File: config.mk
export PLATFORM = sky130hd
export DESIGN_NAME = wide_lfsr_rng
export DESIGN_NICKNAME = d
export VERILOG_FILES = /design/src/rtl/lfsr_pkg.sv /design/src/rtl/lfsr_seed_sel.sv /design/src/rtl/lfsr_step.sv /design/src/rtl/lfsr_vld_gen.sv /design/src/rtl/wide_lfsr_rng.sv
export SDC_FILE = /design/constraint.sdc
export NUM_CORES = 1
export LEC_CHECK = 0
export ABC_AREA = 1
export BUFFER_PORTS_ARGS = -buffer_cell sky130_fd_sc_hd__buf_4
export CAP_MARGIN = 5
export CORE_MARGIN = 2
export CORE_UTILIZATION = 54
export CTS_BUF_LIST = sky130_fd_sc_hd__clkbuf_16
export DETAILED_ROUTE_END_ITERATION = 12
export PLACE_DENSITY_LB_ADDON = 0.12
export SYNTH_ARGS = -nofsm -noshare
export SYNTH_HDL_FRONTEND = slang
export SYNTH_HIERARCHICAL = 1
export SYNTH_SLANG_ARGS = --single-unit
export TNS_END_PERCENT = 20
File: constraint.sdc
create_clock -name clk -period 9.65 [get_ports clk]
set_input_delay 1.4475 -clock clk [delete_from_list [all_inputs] [get_ports clk]]
set_output_delay 1.4475 -clock clk [all_outputs]
set_load 0.02 [all_outputs]
File: src/rtl/lfsr_pkg.sv
// Package: shared word type, tap offsets and seed constants for the wide LFSR.
// Assumes: polynomial fixed at degree 256; tap offsets are measured from the MSB.
package lfsr_pkg;
    localparam int LFSR_W  = 256;
    localparam int N_TAPS  = 4;
    // Offsets below the MSB of the shifted-word bits inverted on feedback = 1.
    localparam int TAP_OFS [N_TAPS] = '{2, 4, 5, 10};

    typedef logic [LFSR_W-1:0] lfsr_word_t;

    localparam lfsr_word_t SEED_DEFAULT =
        256'hDEADBEEFCAFEBABEFEEDFACEDECAFBAD1234567887654321ABCDEF010FEDCBA9;
    localparam lfsr_word_t SEED_FALLBACK = '1;

    // True when bit position pos of a width-w word receives feedback.
    function automatic bit is_tap(input int pos, input int w);
        bit hit;
        hit = 1'b0;
        for (int k = 0; k < N_TAPS; k++) begin
            if (pos == w - TAP_OFS[k]) hit = 1'b1;
        end
        return hit;
    endfunction
endpackage

File: src/rtl/lfsr_seed_sel.sv
// Module: lfsr_seed_sel
// Picks the reset value of the state register from the SEED parameter.
// Assumes: SEED is a constant. A zero seed is replaced by the fallback word,
// because the all-zero state never leaves itself.
module lfsr_seed_sel #(
    parameter int              WIDTH = lfsr_pkg::LFSR_W,
    parameter logic [WIDTH-1:0] SEED = lfsr_pkg::SEED_DEFAULT
) (
    output logic [WIDTH-1:0] seed_o
);
    localparam logic [WIDTH-1:0] FALLBACK = {WIDTH{1'b1}};

    // Select the seed once, at elaboration time.
    generate
        if (SEED == '0) begin : g_fallback
            assign seed_o = FALLBACK;
        end else begin : g_param
            assign seed_o = SEED;
        end
    endgenerate
endmodule

File: src/rtl/lfsr_step.sv
// Module: lfsr_step
// Combinational single step of the right-shifting Galois LFSR.
// Assumes: tap positions come from lfsr_pkg and are relative to WIDTH.
// Every output bit is one XOR deep at most.
module lfsr_step #(
    parameter int WIDTH = lfsr_pkg::LFSR_W
) (
    input  logic [WIDTH-1:0] cur_i,
    output logic [WIDTH-1:0] nxt_o
);
    logic fb;

    // Feedback bit is the bit shifted out at the bottom.
    assign fb = cur_i[0];

    // The MSB takes the feedback bit.
    assign nxt_o[WIDTH-1] = fb;

    // Lower bits take their upper neighbour, XORed with the feedback at taps.
    generate
        for (genvar i = 0; i < WIDTH - 1; i++) begin : g_bit
            if (lfsr_pkg::is_tap(i, WIDTH)) begin : g_tap
                assign nxt_o[i] = cur_i[i+1] ^ fb;
            end else begin : g_pass
                assign nxt_o[i] = cur_i[i+1];
            end
        end
    endgenerate
endmodule

File: src/rtl/lfsr_vld_gen.sv
// Module: lfsr_vld_gen
// Registers the advance request into a one-cycle output valid flag.
// Assumes: synchronous active-low reset; the flag lines up with the
// cycle in which the state register shows the new word.
module lfsr_vld_gen (
    input  logic clk,
    input  logic rst_n,
    input  logic adv_i,
    output logic vld_o
);
    // Delay the request by one edge; clear on reset.
    always_ff @(posedge clk) begin
        if (!rst_n) vld_o <= 1'b0;
        else        vld_o <= adv_i;
    end

    // valid follows each request by exactly one cycle.
    assert_vld_after_adv_R5: assert property (@(posedge clk) disable iff (!rst_n)
        adv_i |=> vld_o);
    assert_vld_low_idle_R5: assert property (@(posedge clk) disable iff (!rst_n)
        !adv_i |=> !vld_o);
endmodule

File: src/rtl/wide_lfsr_rng.sv
// Module: wide_lfsr_rng (top)
// 256-bit Galois LFSR random word source. The reset loads the seed. Each cycle
// with adv_i high steps the register once. The state is the data output, and
// the valid flag marks the cycle after the step.
// Assumes: synchronous active-low reset; no runtime reseeding.
module wide_lfsr_rng #(
    parameter logic [lfsr_pkg::LFSR_W-1:0] SEED = lfsr_pkg::SEED_DEFAULT
) (
    input  logic                        clk,
    input  logic                        rst_n,
    input  logic                        adv_i,
    output logic [lfsr_pkg::LFSR_W-1:0] rnd_data_o,
    output logic                        rnd_vld_o
);
    localparam int W = lfsr_pkg::LFSR_W;

    logic [W-1:0] seed_w;
    logic [W-1:0] state_q;
    logic [W-1:0] state_nxt;

    lfsr_seed_sel #(.WIDTH(W), .SEED(SEED)) i_seed (
        .seed_o (seed_w)
    );

    lfsr_step #(.WIDTH(W)) i_step (
        .cur_i (state_q),
        .nxt_o (state_nxt)
    );

    lfsr_vld_gen i_vld (
        .clk   (clk),
        .rst_n (rst_n),
        .adv_i (adv_i),
        .vld_o (rnd_vld_o)
    );

    // State register: seed on reset, one step per request, hold otherwise.
    always_ff @(posedge clk) begin
        if (!rst_n)     state_q <= seed_w;
        else if (adv_i) state_q <= state_nxt;
    end

    // The output shows the state, so after a step it carries the new word.
    assign rnd_data_o = state_q;

    // a reset edge leaves the seed in place and the valid flag low.
    assert_reset_load_R1: assert property (@(posedge clk)
        !rst_n |=> (state_q == seed_w) && !rnd_vld_o);
    // without a request the word holds.
    assert_hold_idle_R6: assert property (@(posedge clk) disable iff (!rst_n)
        !adv_i |=> $stable(state_q));
    // after a step the MSB holds the bit shifted out of the LSB.
    assert_msb_feedback_R2: assert property (@(posedge clk) disable iff (!rst_n)
        adv_i |=> state_q[W-1] == $past(state_q[0]));
    // the register never reaches the locked all-zero state.
    assert_never_zero_R10: assert property (@(posedge clk) disable iff (!rst_n)
        rst_n |=> state_q != '0);
endmodule

==> key figures, run 1 <==
Worst setup path
  • Worst path max stage delay: just over 0.9 ns
  • Arrival time at the worst endpoint: ~4 ns
  • CP Max Fanout: 93
  • Crit Path Class: in2reg
  • CP required: around 9.8 ns
  • Crit. End Element: flip-flop
  • Critical path cell sequence: clkbuf_8, nand2_4, buf_4, buf_4
  • Slowest-stage cell, CP: buf_4
  • Crit path top cell by count: buf_4
  • Startpoint Class: input pin

Routing
  • Routed wl met2: 11700 um
  • First DRT Iteration DRCs: about 770
  • Antenna viol nets, final: 0
  • First drt pass iteration count: 5
  • Vias per cell: around 4.1
  • Detailed Route WL: approximately 26000 um
  • Top layer in use: met4
  • DRC viols: 0
  • Met1 Routed Length: ~11000 um
  • Via count: 8224
  • DR WL/cell: 12.9 um
  • WL met3: roughly 2100 um

STA
  • Final Hold Vio Count: 0
  • Max Transition Viols Final: 0
  • Worst Skew: 0.0125 ns
  • Worst Tran Pin Value: 1.12 ns
  • Final setup violation count: 0
  • Setup TNS Final: 0 ns
  • Tmin final: 3.94 ns
  • RSZ-0062 raised after global routing: false
  • Max-Slew Margin vs Limit: 0.251
  • Tcrit/Tclk final: 0.408
  • Final WS setup: 5.71 ns
  • Fmax: between 200 and 300 MHz

Die
  • Die height: 170 um
  • FP Rows: 60
  • Die W: roughly 170 um
  • Core footprint: around 27000 sq um
  • Die area: 29000 sq um
  • IO Count: 260
  • Initial Utilization: 0.552

Yosys
  • Simple-Gate Fraction of Synth Area: 0.196
  • Syn_area_per_cell: a little over 9 sq um
  • Post-Syn Instances: approximately 1.6k
  • Yosys Warn Count: 6
  • Register area share after synthesis: 0.516
  • Largest family of logic cells by synthesized area: buffers and inverters
  • Synth Register Bits: approximately 260
  • Synth cell types: 11
  • EDFF count, synth: 256
  • Cell Area, Synth: between 10000 and 15000 sq um
  • Multiplexer share of the synthesized area: 0
  • Synth top area share: 0.514
  • Synth Area in Compound Gates: 0
  • Leading post-synthesis cells by cell area: edfxtp_1 (51%), buf_4 (26%), nand2_1 (20%), buf_6 (1.8%), buf_2 (0.84%)
  • Top_reg_cell synth: edfxtp_1
  • Adder-Cell Fraction of Synth Area: 0
  • Post-synth top cells: nand2_1 (782), buf_4 (515), edfxtp_1 (256)
  • Top-count cell post-synth: nand2_1
  • Async S/R FF share, synth: 0
  • Synth area leader: edfxtp_1
  • XOR/XNOR Fraction of Synth Area: 0

Clock tree
  • Clock buffer depth: 3
  • Clk root buf: clkbuf_16
  • CTS Hold Buffers Added: 0
  • Clock Sinks: 257
  • Post-CTS setup buffer count: 0
  • Total CTS buffers: 29
  • H-tree depth: 1
  • # resized after CTS: 0
  • Skew-Pair Late Insertion Delay: ~0.53 ns
  • CTS clk-pin slew, worst paths: around 0.060 ns
  • CTS tree: yes

Global routing
  • Vias in the first global route: 7558
  • Initial antenna violation count: 0
  • First-pass GRT wire length: ~40000 um
  • Total gr overflow: 0
  • Largest net degree at the start of global routing: 158
  • Gr usage total: 0.171

Place
  • Post-DP HPWL: 15600 um
  • Number of I/O port buffers: 259
  • Pre-CTS setup slack: slightly above 5 ns
  • Final GP Congestion: ~0.73

Power
  • Maximum vdd drop: approximately 110 uV
  • Leakage: 7.62 nW
  • Tot Pwr: 3.06 mW
  • Power density over cell area: ~200 nW/um^2

Outcome
  • Status: finished clean

Job
  • Number of max-cap violations: 0

Final layout
  • Layout area overhead: 0.837%
  • Fraction of layout cells with a size suffix above 1: 0.192
  • ANT cells: 0
  • Fillers: around 2.5k
  • Final #Nets: around 1.6k

Min path
  • HP Class: reg2reg
-- sequential cells by signal (all words and copies together), names as in the netlist --
signal,count
rnd_data_o,256
i_vld/vld_o,1
-- metal layers --
metal  vias up  track usage
met1      3694        0.245
met2       225        0.264
li1       4275            -
met3        30       0.0440
met4         0       0.0398
met5         -            0
-- path summary, 6_finish.rpt --
check | cells past startpoint | to | slack, ns | start
max reg2reg | 5 | rnd_data_o[251] | 8.57 | rnd_data_o[0]
min | 2 | rnd_data_o[62] | 0.54 | rnd_data_o[63]
min reg2reg | 2 | rnd_data_o[62] | 0.54 | rnd_data_o[63]
max | 4 | rnd_data_o[111] | 5.71 | rst_n
-- final cells by class --
cell class	count	area (sq um)	share of cell area
Timing Repair Buffer	265	2000	0.132
Tap cell	372	465	0.0309
Multi-Input combinational cell	1038	3900	0.259
Sequential cell	257	7710	0.511
Clock inverter	24	238	0.0158
Inverter	8	37.5	0.00249
Clock buffer	29	726	0.0481
-- cell usage in the layout, fill, tap and decap left out, types with 2 or more instances in the layout --
cell type	netlist	routed
nand2_1	782	781
buf_4	515	264
conb_1	2	256
edfxtp_1	256	256
clkbuf_16	0	29
inv_1	6	9
clkinv_1	0	7
clkinv_2	0	7
bufinv_16	0	5
clkinvlp_4	0	2
-- metrics by stage --
| stage | std cells | util | hold WS, ns | cell area, sq um |
|---|---|---|---|---|
| 2_1_floorplan | 1868 | - | 0.769 | 15900 |
| 3_3_place_gp | 1940 | 0.521 | 0.530 | 14100 |
| 3_5_place_dp | 1940 | 0.521 | 0.533 | 14100 |
| 4_1_cts | 1993 | 0.556 | 0.547 | 15100 |
| 5_1_grt | 1993 | 0.556 | 0.563 | 15100 |
| 6_report | 1993 | 0.556 | 0.545 | 15100 |
-- power breakdown --
part,switching [mW],total (mW),internal (mW)
Sequential,0.0687,1.44,1.37
Clock,0.440,1.12,0.676
Combinational,0.316,0.498,0.183
Total,0.825,3.06,2.23
-- cell families after synthesis --
group	after synthesis
AND/OR/NAND/NOR	782
buffers and inverters	573
flip-flops	257
other	2
-- worst max-delay path, delay by kind of cell --
kind | cells | cell delay [ns]
buffers and inverters | 3 | 1.90
AND/OR/NAND/NOR | 1 | 0.62
Power figures use the tool's default switching activity.
==> run 2, diff against run 1 <==
--- a/config.mk
+++ b/config.mk
@@ -5,11 +5,11 @@
 export SDC_FILE = /design/constraint.sdc
 export NUM_CORES = 1
 export LEC_CHECK = 0
-export ABC_AREA = 1
+export ABC_AREA = 0
 export BUFFER_PORTS_ARGS = -buffer_cell sky130_fd_sc_hd__buf_4
 export CAP_MARGIN = 5
 export CORE_MARGIN = 2
-export CORE_UTILIZATION = 54
+export CORE_UTILIZATION = 52
 export CTS_BUF_LIST = sky130_fd_sc_hd__clkbuf_16
 export DETAILED_ROUTE_END_ITERATION = 12
 export PLACE_DENSITY_LB_ADDON = 0.12
==> constraint.sdc (replaced) <==
create_clock -name clk -period 3.4 [get_ports clk]
set_input_delay 0.51 -clock clk [delete_from_list [all_inputs] [get_ports clk]]
set_output_delay 0.51 -clock clk [all_outputs]
set_load 0.02 [all_outputs]
==> run 2 against run 1 <==
Wire length fell by 8.1%. Core utilization fell by 1.5 points. Sequential power rose to 2.9 times the previous value. Register-to-register slack got worse by 6.4 ns. Area after synthesis rose by 4.9%. Non-clock buffer count rose by 4. Cell area rose by 6.3%. Setup slack got worse by 4.1 ns. Via count fell by 25%.
==> key figures, run 2 <==
Yosys
  • Async S/R FF share, synth: 0 (unchanged)
  • EDFF count, synth: 256 (unchanged)
  • Synth area leader: edfxtp_1 (unchanged)
  • Top-count cell post-synth: buf_4 (was nand2_1)
  • Syn_area_per_cell: 14.8 sq um (was 9.26 sq um)
  • Synth cell types: 13 (was 11)
  • Synth Register Bits: 257 (unchanged)
  • Post-synth top cells: buf_4 (508), edfxtp_1 (256), mux2_4 (229) (was nand2_1 (782), buf_4 (515), edfxtp_1 (256))
  • Register area share after synthesis: 0.491 (was 0.516)
  • Yosys Warn Count: 6 (unchanged)
  • Leading post-synthesis cells by cell area: edfxtp_1 (49%), buf_4 (24%), mux2_4 (22%), mux2_2 (1.9%), buf_6 (1.1%) (was edfxtp_1 (51%), buf_4 (26%), nand2_1 (20%), buf_6 (1.8%), buf_2 (0.84%))
  • Cell Area, Synth: 15700 sq um (was 14900 sq um)
  • Synth top area share: 0.490 (was 0.514)
  • Top_reg_cell synth: edfxtp_1 (unchanged)
  • Post-Syn Instances: 1058 (was 1614)

Place
  • Placed insts: 1434 (was 1940)
  • Post-DP HPWL: 15600 um (about the same)
  • Post-DP Area: 15000 sq um (was 14100 sq um)
  • Pre-CTS setup slack: 1.19 ns (was 5.06 ns)
  • Number of I/O port buffers: 259 (unchanged)
  • Final GP Congestion: 0.695 (was 0.733)

Clock tree
  • Total CTS buffers: 29 (unchanged)
  • Clk root buf: clkbuf_16 (unchanged)
  • CTS clk-pin slew, worst paths: 0.06 ns (about the same)
  • # resized after CTS: 0 (unchanged)
  • CTS Hold Buffers Added: 0 (unchanged)
  • Skew-Pair Late Insertion Delay: 0.53 ns (about the same)
  • Post-CTS setup buffer count: 0 (unchanged)
  • CTS tree: yes (unchanged)
  • H-tree depth: 1 (unchanged)
  • Clock Sinks: 257 (unchanged)
  • Clock buffer depth: 3 (unchanged)

Routing
  • First DRT Iteration DRCs: 436 (was 774)
  • Vias per cell: 4.18 (was 4.13)
  • Antenna viol nets, final: 0 (unchanged)
  • DRC viols: 0 (unchanged)
  • First drt pass iteration count: 4 (was 5)
  • Detailed Route WL: 23600 um (was 25600 um)
  • Via count: 6201 (was 8224)
  • DR WL/cell: 15.9 um (was 12.9 um)

Worst setup path
  • Crit Path Class: reg2out (was in2reg)
  • Crit. End Element: output pin (was flip-flop)
  • Worst path max stage delay: 0.53 ns (was 0.93 ns)
  • CP delay by family, top: flip-flops (was buffers and inverters)
  • Slowest-stage cell, CP: edfxtp_1 (was buf_4)
  • CP required: 2.89 ns (was 9.80 ns)
  • CP bufs+invs: 1 (was 3)
  • Arrival time at the worst endpoint: 1.28 ns (was 4.09 ns)
  • CP Max Fanout: 6 (was 93)
  • Critical path cell sequence: buf_4 (was clkbuf_8, nand2_4, buf_4, buf_4)
  • Startpoint Class: flip-flop (was input pin)

Final layout
  • Fraction of layout cells with a size suffix above 1: 0.517 (was 0.192)
  • Commonest non-fill, non-tap cells in the layout: buf_4 (264), conb_1 (256), edfxtp_1 (256) (was nand2_1 (781), buf_4 (264), conb_1 (256), edfxtp_1 (256), clkbuf_16 (29))
  • Max FFs per register: 256 (unchanged)
  • Layout area overhead: 2.19% (was 0.837%)
  • Fillers: 2521 (was 2480)
  • Cell area after layout: 16000 sq um (was 15100 sq um)
  • Final #Nets: 1078 (was 1602)
  • ANT cells: 0 (unchanged)
  • Final core utilization: 0.541 (was 0.556)
  • Fin cells: 1484 (was 1993)
  • Most common cell after layout, fill and taps aside: buf_4 (was nand2_1)
  • Flip-flop and latch area: 7710 sq um (unchanged)
  • Area of the multi-input gates: 4760 sq um (was 3900 sq um)

STA
  • Final setup violation count: 0 (unchanged)
  • Worst Skew: 0.00522 ns (was 0.0125 ns)
  • Fmax: ~560 MHz
  • Max-Slew Margin vs Limit: 0.525 (was 0.251)
  • Max Transition Viols Final: 0 (unchanged)
  • Worst Tran Pin Value: 0.713 ns (was 1.12 ns)
  • Final WS setup: 1.61 ns (was 5.71 ns)
  • Tcrit/Tclk final: 0.527
  • Worst hold slack: 0.194 ns (was 0.545 ns)
  • Final Hold Vio Count: 0 (unchanged)
  • Setup TNS Final: 0 ns (unchanged)
  • Tmin final: approximately 1.8 ns
  • RSZ-0062 raised after global routing: false (unchanged)

Power
  • Power density over cell area: 570 nW/um^2 (was 203 nW/um^2)
  • Leakage: 7.29 nW (was 7.62 nW)
  • Tot Pwr: 9.13 mW (was 3.06 mW)
  • Maximum vdd drop: 388 uV (was 107 uV)

Die
  • Die W: 178 um (was 170 um)
  • IO Count: 260 (unchanged)
  • Die height: 178 um (was 170 um)
  • Die area: 31600 sq um (was 29000 sq um)
  • FP Rows: 63 (was 60)
  • Initial Utilization: 0.529 (was 0.552)
  • Core footprint: 29600 sq um (was 27100 sq um)

Global routing
  • Gr usage total: 0.143 (was 0.171)
  • Initial antenna violation count: 0 (unchanged)
  • First-pass GRT wire length: 35100 um (was 40100 um)
  • Largest net degree at the start of global routing: 122 (was 158)
  • Vias in the first global route: 6089 (was 7558)
  • Total gr overflow: 0 (unchanged)

Outcome
  • Status: finished clean (unchanged)

Job
  • Number of max-cap violations: 0 (unchanged)

Min path
  • HP Class: in2reg (was reg2reg)
-- run 2: changes by cell type in the layout (fill, tap and decap cells not counted), moves of 2 or more --
cell and delta:
inv_1 -2, buf_12 +4, bufinv_16 +2, clkinv_2 -4, xor2_1 +4, nand2_1 -781
clkinv_1 -4, mux2_4 +229, mux2_2 +27
-- run 2: final timing paths --
check                                      from               to  slack [ns]  cells past startpoint
worst min register to register  rnd_data_o[110]  rnd_data_o[109]        0.58                      1
worst max register to register    rnd_data_o[0]  rnd_data_o[251]        2.15                      2
worst max-delay path              rnd_data_o[0]    rnd_data_o[0]        1.61                      1
worst min-delay path                      adv_i      i_vld/vld_o        0.19                      2
-- run 2: where the power goes --
part           internal (mW)  total [mW]  switching, mW
logic                  0.853        1.68          0.827
clock network           2.06        3.30           1.24
registers               3.92        4.15          0.225
-- run 2: final cells by class --
cell class                      count  area share
Sequential cell                   257       0.481
Clock inverter                     21      0.0169
Tap cell                          390      0.0304
Multi-Input combinational cell    518       0.297
Clock buffer                       29      0.0453
Timing Repair Buffer              269       0.130
-- run 2: kinds of logic after synthesis --
kind of cell | count (synthesis) | synth area share
buffers and inverters | 537 | 0.266
DFF | 257 | 0.491
xor gates and xnor gates | 4 | 0.00223
muxes | 256 | 0.239
and+or+nand+nor | 2 | 0.000798
other | 2 | 0.000479
-- run 2: layer usage --
layer / track usage / vias to the layer above / part of all wire
met5: 0 / - / 0
met4: 0.0321 / 0 / 0.014
met3: 0.0418 / 29 / 0.078
met2: 0.217 / 177 / 0.45
met1: 0.204 / 3037 / 0.46
li1: - / 2958 / -
